File: src/rtl/pwm_tmr_pkg.sv
package pwm_tmr_pkg;

  localparam int SRC_W = 3;
  localparam int PRE_W = 3;
  localparam int ADDR_W = 3;

  typedef enum logic [1:0] {
    CLR_OFF   = 2'd0,
    CLR_ON_A  = 2'd1,
    CLR_ON_B  = 2'd2,
    CLR_OFF2  = 2'd3
  } clr_sel_e;

  typedef enum logic [1:0] {
    EDGE_RISE  = 2'd0,
    EDGE_FALL  = 2'd1,
    EDGE_ANY   = 2'd2,
    EDGE_ANY2  = 2'd3
  } edge_sel_e;

  typedef enum logic [ADDR_W-1:0] {
    REG_CTRL = 3'd0,
    REG_CNT  = 3'd1,
    REG_CMPA = 3'd2,
    REG_CMPB = 3'd3,
    REG_FLAG = 3'd4
  } reg_addr_e;

  typedef struct packed {
    logic             start;
    logic             pwm_en;
    clr_sel_e         clr;
    edge_sel_e        edg;
    logic [SRC_W-1:0] src;
  } ctrl_t;

  localparam int CTRL_W = $bits(ctrl_t);

  function automatic logic [PRE_W-1:0] div_mask(input logic [1:0] code);
    logic [PRE_W:0] one_hot;
    one_hot = (PRE_W+1)'(1) << code;
    return PRE_W'(one_hot - (PRE_W+1)'(1));
  endfunction

  function automatic logic pwm_next(input logic cur, input logic en,
                                    input logic hit_a, input logic hit_b);
    if (!en || (hit_a && hit_b)) return cur;
    if (hit_a) return 1'b1;
    if (hit_b) return 1'b0;
    return cur;
  endfunction

  function automatic logic clears_on(input clr_sel_e sel,
                                     input logic hit_a, input logic hit_b);
    return ((sel == CLR_ON_A) && hit_a) || ((sel == CLR_ON_B) && hit_b);
  endfunction

endpackage

File: src/rtl/pwm_tmr_regs.sv
module pwm_tmr_regs
  import pwm_tmr_pkg::*;
#(
  parameter int CNT_W = 16
) (
  input  logic              clk,
  input  logic              rst_n,
  input  logic              wr_en,
  input  logic [ADDR_W-1:0] wr_addr,
  input  logic [CNT_W-1:0]  wr_data,
  output ctrl_t             ctrl,
  output logic [CNT_W-1:0]  cmp_a,
  output logic [CNT_W-1:0]  cmp_b,
  output logic              cnt_wr,
  output logic [1:0]        flag_clr
);

  logic sel_ctrl, sel_a, sel_b, sel_flag;

  assign sel_ctrl = wr_en && (wr_addr == REG_CTRL);
  assign sel_a    = wr_en && (wr_addr == REG_CMPA);
  assign sel_b    = wr_en && (wr_addr == REG_CMPB);
  assign sel_flag = wr_en && (wr_addr == REG_FLAG);
  assign cnt_wr   = wr_en && (wr_addr == REG_CNT);
  assign flag_clr = sel_flag ? wr_data[1:0] : 2'b00;

  always_ff @(posedge clk or negedge rst_n) begin
    if (!rst_n) begin
      ctrl  <= '0;
      cmp_a <= '0;
      cmp_b <= '0;
    end else begin
      if (sel_ctrl) ctrl  <= ctrl_t'(wr_data[CTRL_W-1:0]);
      if (sel_a)    cmp_a <= wr_data;
      if (sel_b)    cmp_b <= wr_data;
    end
  end

  assert_ctrl_load_R2: assert property (@(posedge clk) disable iff (!rst_n)
    sel_ctrl |=> ctrl == $past(wr_data[CTRL_W-1:0]));

  assert_ctrl_keep_R2: assert property (@(posedge clk) disable iff (!rst_n)
    !sel_ctrl |=> $stable(ctrl));

endmodule

File: src/rtl/pwm_tmr_tick.sv
module pwm_tmr_tick
  import pwm_tmr_pkg::*;
#(
  parameter int N_EXT  = 4,
  parameter int SYNC_N = 2
) (
  input  logic             clk,
  input  logic             rst_n,
  input  logic [N_EXT-1:0] ext_clk,
  input  logic [SRC_W-1:0] src,
  input  edge_sel_e        edg,
  input  logic             start,
  output logic             cnt_tick
);

  localparam int EXT_SEL_W = $clog2(N_EXT);

  logic [PRE_W-1:0] pre_cnt;
  logic             int_tick;
  logic [N_EXT-1:0] ext_rise, ext_fall;
  logic             sel_rise, sel_fall, ext_hit;
  logic             use_ext;

  always_ff @(posedge clk or negedge rst_n) begin
    if (!rst_n) pre_cnt <= '0;
    else        pre_cnt <= pre_cnt + PRE_W'(1);
  end

  assign int_tick = (pre_cnt & div_mask(src[1:0])) == '0;

  for (genvar g = 0; g < N_EXT; g++) begin : g_sync
    logic [SYNC_N-1:0] sh;
    logic              prev;
    always_ff @(posedge clk or negedge rst_n) begin
      if (!rst_n) begin
        sh   <= '0;
        prev <= 1'b0;
      end else begin
        sh   <= {sh[SYNC_N-2:0], ext_clk[g]};
        prev <= sh[SYNC_N-1];
      end
    end
    assign ext_rise[g] = sh[SYNC_N-1] && !prev;
    assign ext_fall[g] = !sh[SYNC_N-1] && prev;

    assert_rise_single_R4: assert property (@(posedge clk) disable iff (!rst_n)
      ext_rise[g] |=> !ext_rise[g]);
    assert_fall_single_R4: assert property (@(posedge clk) disable iff (!rst_n)
      ext_fall[g] |=> !ext_fall[g]);
  end

  assign sel_rise = ext_rise[src[EXT_SEL_W-1:0]];
  assign sel_fall = ext_fall[src[EXT_SEL_W-1:0]];

  always_comb begin
    unique case (edg)
      EDGE_RISE: ext_hit = sel_rise;
      EDGE_FALL: ext_hit = sel_fall;
      default:   ext_hit = sel_rise || sel_fall;
    endcase
  end

  assign use_ext  = src[SRC_W-1];
  assign cnt_tick = start && (use_ext ? ext_hit : int_tick);

  assert_div8_gap_R3: assert property (@(posedge clk) disable iff (!rst_n)
    (int_tick && src == 3'd3) |=> (!int_tick || src != 3'd3));

  assert_div1_every_R3: assert property (@(posedge clk) disable iff (!rst_n)
    (start && src == 3'd0) |-> cnt_tick);

endmodule

File: src/rtl/pwm_tmr_core.sv
module pwm_tmr_core
  import pwm_tmr_pkg::*;
#(
  parameter int CNT_W = 16
) (
  input  logic             clk,
  input  logic             rst_n,
  input  logic             cnt_tick,
  input  logic             cnt_wr,
  input  logic [CNT_W-1:0] wr_data,
  input  logic [CNT_W-1:0] cmp_a,
  input  logic [CNT_W-1:0] cmp_b,
  input  clr_sel_e         clr,
  output logic             hit_a,
  output logic             hit_b
);

  logic [CNT_W-1:0] cnt;
  logic             clear_hit;

  assign hit_a     = cnt_tick && (cnt == cmp_a);
  assign hit_b     = cnt_tick && (cnt == cmp_b);
  assign clear_hit = clears_on(clr, hit_a, hit_b);

  always_ff @(posedge clk or negedge rst_n) begin
    if (!rst_n)         cnt <= '0;
    else if (cnt_wr)    cnt <= wr_data;
    else if (cnt_tick)  cnt <= clear_hit ? '0 : cnt + CNT_W'(1);
  end

  assert_count_step_R2: assert property (@(posedge clk) disable iff (!rst_n)
    (cnt_tick && !clear_hit && !cnt_wr) |=> cnt == $past(cnt) + CNT_W'(1));

  assert_count_hold_R2: assert property (@(posedge clk) disable iff (!rst_n)
    (!cnt_tick && !cnt_wr) |=> $stable(cnt));

  assert_clear_zero_R6: assert property (@(posedge clk) disable iff (!rst_n)
    (cnt_tick && clear_hit && !cnt_wr) |=> cnt == '0);

  assert_write_wins_R9: assert property (@(posedge clk) disable iff (!rst_n)
    cnt_wr |=> cnt == $past(wr_data));

endmodule

File: src/rtl/pwm_tmr_out.sv
module pwm_tmr_out
  import pwm_tmr_pkg::*;
(
  input  logic       clk,
  input  logic       rst_n,
  input  logic       hit_a,
  input  logic       hit_b,
  input  logic       pwm_en,
  input  logic [1:0] flag_clr,
  output logic       pwm_out,
  output logic       flag_a,
  output logic       flag_b
);

  always_ff @(posedge clk or negedge rst_n) begin
    if (!rst_n) begin
      pwm_out <= 1'b0;
      flag_a  <= 1'b0;
      flag_b  <= 1'b0;
    end else begin
      pwm_out <= pwm_next(pwm_out, pwm_en, hit_a, hit_b);
      flag_a  <= hit_a || (flag_a && !flag_clr[0]);
      flag_b  <= hit_b || (flag_b && !flag_clr[1]);
    end
  end

  assert_set_on_a_R5: assert property (@(posedge clk) disable iff (!rst_n)
    (pwm_en && hit_a && !hit_b) |=> pwm_out);

  assert_reset_on_b_R5: assert property (@(posedge clk) disable iff (!rst_n)
    (pwm_en && hit_b && !hit_a) |=> !pwm_out);

  assert_equal_hold_R7: assert property (@(posedge clk) disable iff (!rst_n)
    (hit_a && hit_b) |=> $stable(pwm_out));

  assert_mode_off_hold_R8: assert property (@(posedge clk) disable iff (!rst_n)
    !pwm_en |=> $stable(pwm_out));

  assert_flag_set_R10: assert property (@(posedge clk) disable iff (!rst_n)
    (hit_a |=> flag_a) and (hit_b |=> flag_b));

  assert_flag_clear_R10: assert property (@(posedge clk) disable iff (!rst_n)
    (flag_clr[0] && !hit_a) |=> !flag_a);

endmodule

File: src/rtl/pwm_tmr_ch.sv
module pwm_tmr_ch
  import pwm_tmr_pkg::*;
#(
  parameter int CNT_W  = 16,
  parameter int N_EXT  = 4,
  parameter int SYNC_N = 2
) (
  input  logic              clk,
  input  logic              rst_n,
  input  logic              wr_en,
  input  logic [ADDR_W-1:0] wr_addr,
  input  logic [CNT_W-1:0]  wr_data,
  input  logic [N_EXT-1:0]  ext_clk,
  output logic              pwm_out,
  output logic              cmp_flag_a,
  output logic              cmp_flag_b
);

  ctrl_t            ctrl;
  logic [CNT_W-1:0] cmp_a, cmp_b;
  logic             cnt_wr;
  logic [1:0]       flag_clr;
  logic             cnt_tick;
  logic             hit_a, hit_b;

  pwm_tmr_regs #(.CNT_W(CNT_W)) u_regs (
    .clk(clk), .rst_n(rst_n), .wr_en(wr_en), .wr_addr(wr_addr),
    .wr_data(wr_data), .ctrl(ctrl), .cmp_a(cmp_a), .cmp_b(cmp_b),
    .cnt_wr(cnt_wr), .flag_clr(flag_clr)
  );

  pwm_tmr_tick #(.N_EXT(N_EXT), .SYNC_N(SYNC_N)) u_tick (
    .clk(clk), .rst_n(rst_n), .ext_clk(ext_clk), .src(ctrl.src),
    .edg(ctrl.edg), .start(ctrl.start), .cnt_tick(cnt_tick)
  );

  pwm_tmr_core #(.CNT_W(CNT_W)) u_core (
    .clk(clk), .rst_n(rst_n), .cnt_tick(cnt_tick), .cnt_wr(cnt_wr),
    .wr_data(wr_data), .cmp_a(cmp_a), .cmp_b(cmp_b), .clr(ctrl.clr),
    .hit_a(hit_a), .hit_b(hit_b)
  );

  pwm_tmr_out u_out (
    .clk(clk), .rst_n(rst_n), .hit_a(hit_a), .hit_b(hit_b),
    .pwm_en(ctrl.pwm_en), .flag_clr(flag_clr), .pwm_out(pwm_out),
    .flag_a(cmp_flag_a), .flag_b(cmp_flag_b)
  );

  assert_no_hit_stopped_R2: assert property (@(posedge clk) disable iff (!rst_n)
    !ctrl.start |-> !(hit_a || hit_b));

endmodule

File: config.mk
export PLATFORM = sky130hd
export DESIGN_NAME = pwm_tmr_ch
export DESIGN_NICKNAME = d
export VERILOG_FILES = /design/src/rtl/pwm_tmr_pkg.sv /design/src/rtl/pwm_tmr_regs.sv /design/src/rtl/pwm_tmr_tick.sv /design/src/rtl/pwm_tmr_core.sv /design/src/rtl/pwm_tmr_out.sv /design/src/rtl/pwm_tmr_ch.sv
export SDC_FILE = /design/constraint.sdc
export NUM_CORES = 1
export LEC_CHECK = 0
export ABC_AREA = 1
export BUFFER_PORTS_ARGS = -buffer_cell sky130_fd_sc_hd__buf_2
export CORE_ASPECT_RATIO = 0.7
export CORE_MARGIN = 1.5
export CORE_UTILIZATION = 45
export CTS_CLUSTER_DIAMETER = 200
export CTS_CLUSTER_SIZE = 20
export DETAILED_ROUTE_END_ITERATION = 8
export RECOVER_POWER = 25
export SLEW_MARGIN = 20
export SYNTH_ARGS = -nofsm -noshare
export SYNTH_HDL_FRONTEND = slang
export SYNTH_SLANG_ARGS = --single-unit
File: constraint.sdc
create_clock -name clk -period 4.8 [get_ports clk]
set_input_delay 0.24 -clock clk [delete_from_list [all_inputs] [get_ports clk]]
set_output_delay 0.24 -clock clk [all_outputs]
set_load 0.02 [all_outputs]
==> results.tsv <==
stage	metric	value	unit
run_status	status	completed	
synth	synthesis.nets	529	
power	p_int	1.488	mW
worst_setup_path	cp_common_cell	nand3_1	
timing	clock_skew	0.005312	ns
drt	detail-route-antenna-nets	0	
worst_setup_path	crit_arrival	2.22	ns
drt	drt_first_pass_iters	5	
worst_setup_path	cp-end-kind	flip-flop	
global_routing	overflow	0	
cts	cts_htree_levels	3	
cts	clk_latency	0.34	ns
synth	async_reset_ff_frac	1.000	
final_layout	n_antenna_cell	0	
worst_setup_path	worst_path_dominant_cell_family	simple AND/OR/NAND/NOR gates	
timing	relSlewSlack	0.3159	
cts	clock_sinks	75	
final_layout	fin_cells	647	
placement	pre_cts_ws	2.766	ns
cts	clockBufferDepth	2	
placement	place_hpwl	6636	um
synth	synth_edf_count	0	
global_routing	grt_pass1_vias	2989	
global_routing	grtUsageTotal	0.2258	
power	switching_power	822.1	uW
floorplan	die_h	81.57	um
synth	synth_flop_cell	dfrtp_1	
synth	netlist-cell-type-count	27	
worst_setup_path	startpoint	u_core.cnt[0]$_DFFE_PN0P_	
timing	fmax	515.5	MHz
synth	synth-seq-cells	75	
drt	routed-via-count	3216	
synth	synth_compound_area_frac	0.08449	
synth	netlist_instances	501	
global_routing	grt_start_max_net_pins	76	
timing	tns	0	ns
power	p_seq_frac	0.409	
timing	rsz0062_at_grt	false	
worst_setup_path	cp_max_fo	5	
flow_run	cap_violations	0	
worst_setup_path	crit_slowest_cell	dfrtp_1	
final_layout	drive_above_1_share	0.1214	
final_layout	syn_to_final_growth	12.96	%
timing	finalMaxSlewViolations	0	
power	peakVddDrop	0.0002706	V
worst_setup_path	criticalPathCategory	flip-flop to flip-flop	
worst_setup_path	required	5.08	ns
worst_setup_path	startpoint_type	flip-flop	
placement	dp_cells	628	
hold_path	hp-start	ext_clk[2]	
synth	synthMuxAreaShare	0	
cts	cts_tree	yes	
synth	synth_top_area_share	0.4729	
timing	period_needed	1.940	ns
placement	gp_congestion	0.9192	
drt	drt_iter0_drc	306	
synth	yosys.area_share.simple	0.2661	
worst_setup_path	rr_startpoint	u_core.cnt[0]$_DFFE_PN0P_	
timing	setup_viol	0	
floorplan	die_w	115.2	um
synth	ys_warn_count	0	
cts	cts-root-buf	clkbuf_16	
cts	post_cts_resized	0	
synth	synth.largest_area_cell	dfrtp_1	
power	pwr-share-comb	0.280	
power	swShare	0.3558	
placement	port_buffers	28	
power	leakage	2.183	nW
drt	vias_per_cell	4.971	
timing	finalWorstSetupSlack	2.860	ns
synth	synthAdderAreaFrac	0.006305	
synth	ys_seq_area_frac	0.4729	
final_layout	seqCellArea	1877	um^2
synth	synth_top_family_by_area	simple AND/OR/NAND/NOR gates	
global_routing	grt_pass1_wl	15710	um
timing	hold_viol_final	0	
synth	syn_area	3969	um^2
power	power_per_cell_area	515.3	nW/um^2
floorplan	io_pins	29	
worst_setup_path	slowest_delay	0.44	ns
cts	cts_inserted_buffers	9	
floorplan	core_area	8513	um^2
timing	tightest_slew	1.024	ns
timing	fin_crit_sh	0.4041	
drt	drc	0	
hold_path	hold_class	input pin to flip-flop	
drt	wl_per_cell	14.87	um
floorplan	design.die.area	9401	um^2
synth	synth_xor_area_frac	0.07503	
final_layout	fillers	838	
synth	avgSynthCellArea	7.922	um^2
final_layout	nNetsFinal	550	
synth	synthTopCellsByArea	dfrtp_1, nand2_1, o21ai_0	
worst_setup_path	critPathBufInv	2	
floorplan	rows	28	
power	clockPowerShare	0.310	
cts	path_clk_slew	0.06	ns
drt	drt_wl_total	9623	um
final_layout	multi_input_area	1719	um^2
worst_setup_path	crit_chain	ha_1 > nand3_1 > inv_1 > nand3_2 > nor2_1 > nand3_1 > o21ai_0 > inv_1 > nor2_1 > nand3_1 > nand2_1	
global_routing	antenna_found_initial	0	
floorplan	start_util	0.4662	
==> cells by family after synthesis <==
kind of cell,Yosys count
AND/OR/NAND/NOR,235
buffers and inverters,88
flip-flops,75
AO/OA/AOI/OAI,67
XOR/XNOR,34
adder cells (fa/ha/maj),2
==> cell usage after synthesis (all sizes together) (7+ instances only) <==
cell type / count
nand3: 45
clkbuf: 9
nor3: 8
inv: 67
buf: 12
o21ai: 65
nor2: 41
xor2: 17
dfrtp: 75
xnor2: 17
nand4: 7
nand2: 127
==> layer usage <==
metal,GRT usage,vias up,share of wire
met3,0.06421,7,0.071
met1,0.3421,1497,0.52
met2,0.3119,103,0.40
li1,-,1609,-
met4,0.06296,0,0.0095
met5,0,-,0
==> worst paths after layout <==
kind | cells past startpoint | endpoint | slack, ns
min in group asynchronous | 1 | u_tick.pre_cnt[1]$_DFF_PN0_ | 0.04
setup reg to reg | 11 | u_core.cnt[12]$_DFFE_PN0P_ | 2.86
hold reg to reg | 0 | u_tick.g_sync[0].sh[1]$_DFF_PN0_ | 0.35
setup / recovery | 11 | u_core.cnt[12]$_DFFE_PN0P_ | 2.86
max in group asynchronous | 1 | u_core.cnt[3]$_DFFE_PN0P_ | 4.13
hold / removal | 1 | u_tick.g_sync[2].sh[0]$_DFF_PN0_ | 0.01
==> cells in the final DEF, fill, tap and decap left out, types with 3 or more instances in the layout <==
cell,instances
nand2_1,125
dfrtp_1,75
inv_1,63
o21ai_0,59
nand3_1,38
nor2_1,37
buf_2,27
xor2_1,17
xnor2_1,17
clkbuf_16,9
nor3_1,8
nand4_1,7
o21ai_1,6
or2_2,5
nand3_2,4
nor2_2,4
nand3_4,3
inv_2,3
dlygate4sd3_1,3
==> stage by stage <==
step | hold WS (ns) | utilization | area [um^2] | total power, mW
finish | 0.009784 | 0.5266 | 4483 | 2.310
global route | 0.005924 | 0.5266 | 4483 | 2.456
CTS | 0.002757 | 0.5266 | 4483 | 2.314
detailed placement | 0.3347 | 0.4866 | 4143 | 1.586
global placement | 0.3332 | 0.4860 | 4138 | 1.577
floorplan | -0.05559 | - | 3969 | 1.425
==> power groups by stage <==
stage / Sequential (mW) / Combinational (mW) / Clock [mW]
global placement: 0.948 / 0.628 / 0
floorplan: 0.867 / 0.558 / 0
finish: 0.945 / 0.648 / 0.717
detailed placement: 0.953 / 0.633 / 0
CTS: 0.944 / 0.642 / 0.727
global route: 0.968 / 0.734 / 0.755
==> final cells by class <==
class | count | area share
Sequential cell | 75 | 0.4186
Multi-Input combinational cell | 338 | 0.3835
Inverter | 67 | 0.05666
Clock buffer | 11 | 0.05191
Timing Repair Buffer | 31 | 0.03852
Tap cell | 120 | 0.03349
Clock inverter | 5 | 0.01730
==> timing repair <==
action                                 CTS  global route
endpoints found under the hold margin    3             0
hold buffers                             3             0
setup endpoints to repair                0             0
setup buffers                            0             0
==> sequential cells by signal, summed over array words and instances, names as in the netlist <==
signal              flops
u_out.flag_b            1
u_regs.cmp_b           16
u_tick.g_sync.sh        8
u_regs.cmp_a           16
u_tick.g_sync.prev      4
u_out.pwm_out           1
u_tick.pre_cnt          3
u_core.cnt             16
u_regs.ctrl             9
u_out.flag_a            1
==> worst reg2reg max path, delay by kind of cell, from the launching register on <==
| kind | cells | cell delay, ns |
|---|---|---|
| buf+inv | 2 | 0.21 |
| fa+ha+maj | 1 | 0.23 |
| simple gates | 7 | 0.82 |
| flops | 1 | 0.44 |
| compound gates | 1 | 0.18 |
No activity file was read; power rests on OpenSTA's default activity.
